[src/rtl/shrot_pkg.sv]
package shrot_pkg;

   typedef enum logic [2:0] {
      SR_LSL   = 3'b000,
      SR_LSR   = 3'b001,
      SR_ASL   = 3'b010,
      SR_ASR   = 3'b011,
      SR_ROL   = 3'b100,
      SR_ROR   = 3'b101,
      SR_PASSA = 3'b110,
      SR_PASSB = 3'b111
   } sr_op_e;

endpackage

[src/rtl/shrot_taps.sv]
// Builds the N candidate values of one result bit, one candidate per shift amount.
module shrot_taps
   import shrot_pkg::*;
#(
   parameter int N   = 8,
   parameter int BIT = 0
) (
   input  logic [N-1:0] opd_i,
   input  sr_op_e       op_i,
   output logic [N-1:0] taps_o
);

   localparam int TOP = N - 1;

   for (genvar k = 0; k < N; k++) begin : g_tap
      localparam int UP_SRC = BIT - k;       // source bit for a left move
      localparam int DN_SRC = BIT + k;       // source bit for a right move
      localparam int UP_WRP = (BIT - k + N) % N;
      localparam int DN_WRP = (BIT + k) % N;

      logic up_fill0;
      logic dn_fill0;
      logic dn_fills;
      logic pick;

      if (UP_SRC >= 0) begin : g_up_in
         assign up_fill0 = opd_i[UP_SRC];
      end else begin : g_up_out
         assign up_fill0 = 1'b0;
      end

      if (DN_SRC < N) begin : g_dn_in
         assign dn_fill0 = opd_i[DN_SRC];
         assign dn_fills = opd_i[DN_SRC];
      end else begin : g_dn_out
         assign dn_fill0 = 1'b0;
         assign dn_fills = opd_i[TOP];
      end

      always_comb begin
         unique case (op_i)
            SR_LSL, SR_ASL: pick = up_fill0;
            SR_LSR:         pick = dn_fill0;
            SR_ASR:         pick = dn_fills;
            SR_ROL:         pick = opd_i[UP_WRP];
            SR_ROR:         pick = opd_i[DN_WRP];
            default:        pick = opd_i[BIT];
         endcase
      end

      assign taps_o[k] = pick;
   end

endmodule

[src/rtl/shrot_sel.sv]
// One N-input multiplexer; the shift amount selects the tap.
module shrot_sel #(
   parameter int N  = 8,
   parameter int AW = 3
) (
   input  logic [N-1:0]  taps_i,
   input  logic [AW-1:0] amt_i,
   output logic          bit_o
);

   assign bit_o = taps_i[amt_i];

endmodule

[src/rtl/shrot_unit.sv]
module shrot_unit
   import shrot_pkg::*;
#(
   parameter int N = 8,
   localparam int AW = $clog2(N)
) (
   input  logic [N-1:0]  opd_i,
   input  logic [AW-1:0] amt_i,
   input  logic [2:0]    op_i,
   output logic [N-1:0]  res_o
);

   if (N < 2 || (N & (N - 1)) != 0) begin : g_bad_width
      $error("shrot_unit: N must be a power of two of at least 2");
   end

   sr_op_e op_e;
   assign op_e = sr_op_e'(op_i);

   for (genvar i = 0; i < N; i++) begin : g_bit
      logic [N-1:0] taps;

      shrot_taps #(.N(N), .BIT(i)) u_taps (
         .opd_i (opd_i),
         .op_i  (op_e),
         .taps_o(taps)
      );

      shrot_sel #(.N(N), .AW(AW)) u_sel (
         .taps_i(taps),
         .amt_i (amt_i),
         .bit_o (res_o[i])
      );
   end

   // Checks on the assembled result against the inputs.
   always_comb begin
      if (amt_i == '0)
         AST_ZERO_AMT_IDENT: assert (res_o == opd_i) else $error("zero amount changed operand");
      if (op_i[2:1] == 2'b11)
         AST_PASS_CODES: assert (res_o == opd_i) else $error("pass code altered operand");
      if (op_i == 3'b100 || op_i == 3'b101)
         AST_ROT_KEEPS_ONES: assert ($countones(res_o) == $countones(opd_i)) else $error("rotate lost bits");
      if ((op_i == 3'b000 || op_i == 3'b010) && amt_i != '0)
         AST_LEFT_ZERO_LSB: assert (res_o[0] == 1'b0) else $error("left shift did not zero fill");
      if (op_i == 3'b011)
         AST_ASR_SIGN_KEPT: assert (res_o[N-1] == opd_i[N-1]) else $error("sign bit not kept");
      if (op_i == 3'b001 && amt_i != '0)
         AST_LSR_ZERO_MSB: assert (res_o[N-1] == 1'b0) else $error("right shift did not zero fill");
   end

endmodule

[config.mk]
export PLATFORM = sky130hd
export DESIGN_NAME = shrot_unit
export DESIGN_NICKNAME = d
export VERILOG_FILES = /design/src/rtl/shrot_pkg.sv /design/src/rtl/shrot_taps.sv /design/src/rtl/shrot_sel.sv /design/src/rtl/shrot_unit.sv
export SDC_FILE = /design/constraint.sdc
export NUM_CORES = 1
export LEC_CHECK = 0
export ABC_CLOCK_PERIOD_IN_PS = 6350
export BUFFER_PORTS_ARGS = -buffer_cell sky130_fd_sc_hd__buf_2
export CELL_PAD_IN_SITES_DETAIL_PLACEMENT = 0
export CELL_PAD_IN_SITES_GLOBAL_PLACEMENT = 1
export CORE_AREA = 2 2 53 67
export DETAILED_ROUTE_END_ITERATION = 16
export DIE_AREA = 0 0 55 69
export PLACE_DENSITY_LB_ADDON = 0.1
export SYNTH_ARGS = -nofsm -noshare
export SYNTH_HDL_FRONTEND = slang
export SYNTH_SLANG_ARGS = --single-unit
[constraint.sdc]
create_clock -name vclk -period 6.35
set_clock_uncertainty 0.2 [all_clocks]
set_input_delay 1.5875 -clock vclk [all_inputs]
set_output_delay 1.5875 -clock vclk [all_outputs]
set_load 0.005 [all_outputs]
==> metrics.yaml <==
status:
  status: "finished, final reports clean"
setup_path:
  crit_fanout: 40
  critical_path.most_common_cell: "buf_2"
  crit_slowest_cell: "or4_1"
  cp_top_family: "simple AND/OR/NAND/NOR gates"
  worstSetupStartpointType: "input port"
  cp_num_buf_inv: 2
  crit_required_ps: 4560
  worstSetupPathType: "input port to output pin"
  arrival_ps: 3660
  slowest_delay_ps: 540
  crit_path_end_kind: "output pin"
  crit_chain: "buf_2 > nand4b_1 > nand4_1 > a31oi_1 > or4_1 > o2111ai_1 > buf_2"
grt:
  grt_max_degree: 41
  grt-ovfl-total: 0
  grt_pass1_vias: 1622
  track_usage: 0.276
  grt_pass1_wl_um: 8230
  antenna_found_initial: 0
synthesis:
  yosysUniqueCellTypes: 59
  avgSynthCellArea_um2: 6.24
  syn_area_um2: 1390
  synth_nets: 236
  syn_inst: 222
  yosys_warnings: 0
  yosysSeqAreaShare: 0
power:
  p_leak_nw: 0.493
  p_comb_frac: 1.000
  switchingPower_mw: 0.0663
  p_int_mw: 0.0378
  power_density_nw_per_um2: 77.3
  pwr-share-seq: 0
  peakVddDrop_mv: 0.0548
  p_clk_frac: 0
  p_sw_frac: 0.637
final_layout:
  fin_nets: 224
  regArea_um2: 0
  final_cell_mix: "nand2_1, buf_2, a21oi_1"
  drive_gt1_frac: 0.130
  layout.cells.non_filler: 245
  syn2layout_area_growth_pct: -2.89
  flops_and_latches: 0
  post-route-cell-area_um2: 1350
  antenna_cells: 0
  nClkBuffers: 0
sta:
  rsz0062_at_grt: "false"
  max_slew_margin: 0.539
  fin_crit_ps: 5450
  finalCritPeriodShare: 0.858
  fin_tns_setup_ps: 0
  postLayoutSetupSlackWorst_ps: 903
  slew_viol_final: 0
  final-setup-viol-count: 0
  tightest_slew_ps: 691
  finalHoldViolCount: 0
  fmax_ghz: 0.184
detailed_routing:
  routed_via_density: 7.42
  drtIter0Drc: 192
  vias: 1819
  drc: 0
  drt-total-wl_um: 5200
  drt-wirelength-per-cell_um: 21.2
  antenna_left: 0
  drtPass1Iterations: 4
place:
  dp_cells: 245
  numPortBuffers: 22
  dpl-instance-area_um2: 1350
  dpl.hpwl_um: 3530
  place_ws_ps: 954
  gp_congestion: 1.01
floorplanning:
  fp.dieH_um: 69
  row_count: 23
  die_w_um: 55
  die-area_um2: 3800
  start_util: 0.438
  io_pins: 22
  core_area_um2: 3170
cts:
  post_cts_buffers: 0
  cts-resized-gates: 0
  cts-hold-fix-buffers: 0
run:
  cap_violations: 0
min_path:
  hold_path.class: "input port to output pin"
-- cells by family after synthesis --
kind of cell | Yosys count | share of synthesized area
and+or+nand+nor | 91 | 0.364
muxes | 5 | 0.0460
buffers and inverters | 40 | 0.153
AOI/OAI and AO/OA | 85 | 0.431
xor gates and xnor gates | 1 | 0.00632
-- metal layers --
layer	part of all wire	global-route usage	wire (um)
met5	0	0	0
met4	0.043	0.103	223
met3	0.093	0.0152	482
met2	0.46	0.401	2400
met1	0.40	0.416	2090
-- path summary, 6_finish.rpt --
path	from	endpoint	slack (ps)	depth (start not counted)
worst min-delay path	opd_i[4]	res_o[4]	3460	4
worst max-delay path	op_i[0]	res_o[5]	900	7
-- cell usage after synthesis (3+ instances only) --
library cell  count  area share
a211oi_1          4       0.022
nor2b_1           6       0.027
nand3b_1          3       0.016
a211o_1           3       0.019
buf_2            13       0.047
a32oi_1           3       0.019
clkbuf_1         11       0.030
nand4b_1          4       0.025
o2111ai_1         4       0.025
nand4_1           4       0.018
a2111oi_0         4       0.025
o221ai_1          3       0.019
a221oi_1          3       0.019
o21ai_0          13       0.047
nor3b_1           3       0.016
nand2b_1          6       0.027
nor2_1            9       0.024
a31oi_1           9       0.041
mux2i_1           3       0.022
buf_4             8       0.043
o211ai_1          3       0.016
nand3_1          15       0.054
nand2_1          22       0.060
inv_1             3      0.0081
a21oi_1          16       0.058
and2_1            3       0.014
o22ai_1           3       0.014
-- power groups by stage --
stage | combinational, mW | clock (mW) | sequential, mW
global route | 0.112 | 0 | 0
detailed placement | 0.100 | 0 | 0
finish | 0.104 | 0 | 0
CTS | 0.101 | 0 | 0
global placement | 0.102 | 0 | 0
floorplan | 0.0833 | 0 | 0
-- final cells by class --
type	count	area, um^2
fillers	361	1820
inverters	4	15.0
multi-input cells	182	1170
well taps	37	46.3
repair buffers	22	110
-- stage by stage --
step / utilization / hold slack [ps] / total power, mW
after detailed placement: 0.425 / 3440 / 0.100
after global routing: 0.425 / 3480 / 0.112
after global placement: 0.425 / 3450 / 0.102
after floorplan: - / 3190 / 0.0833
final: 0.425 / 3460 / 0.104
after CTS: 0.425 / 3440 / 0.101
Power figures use the tool's default switching activity.
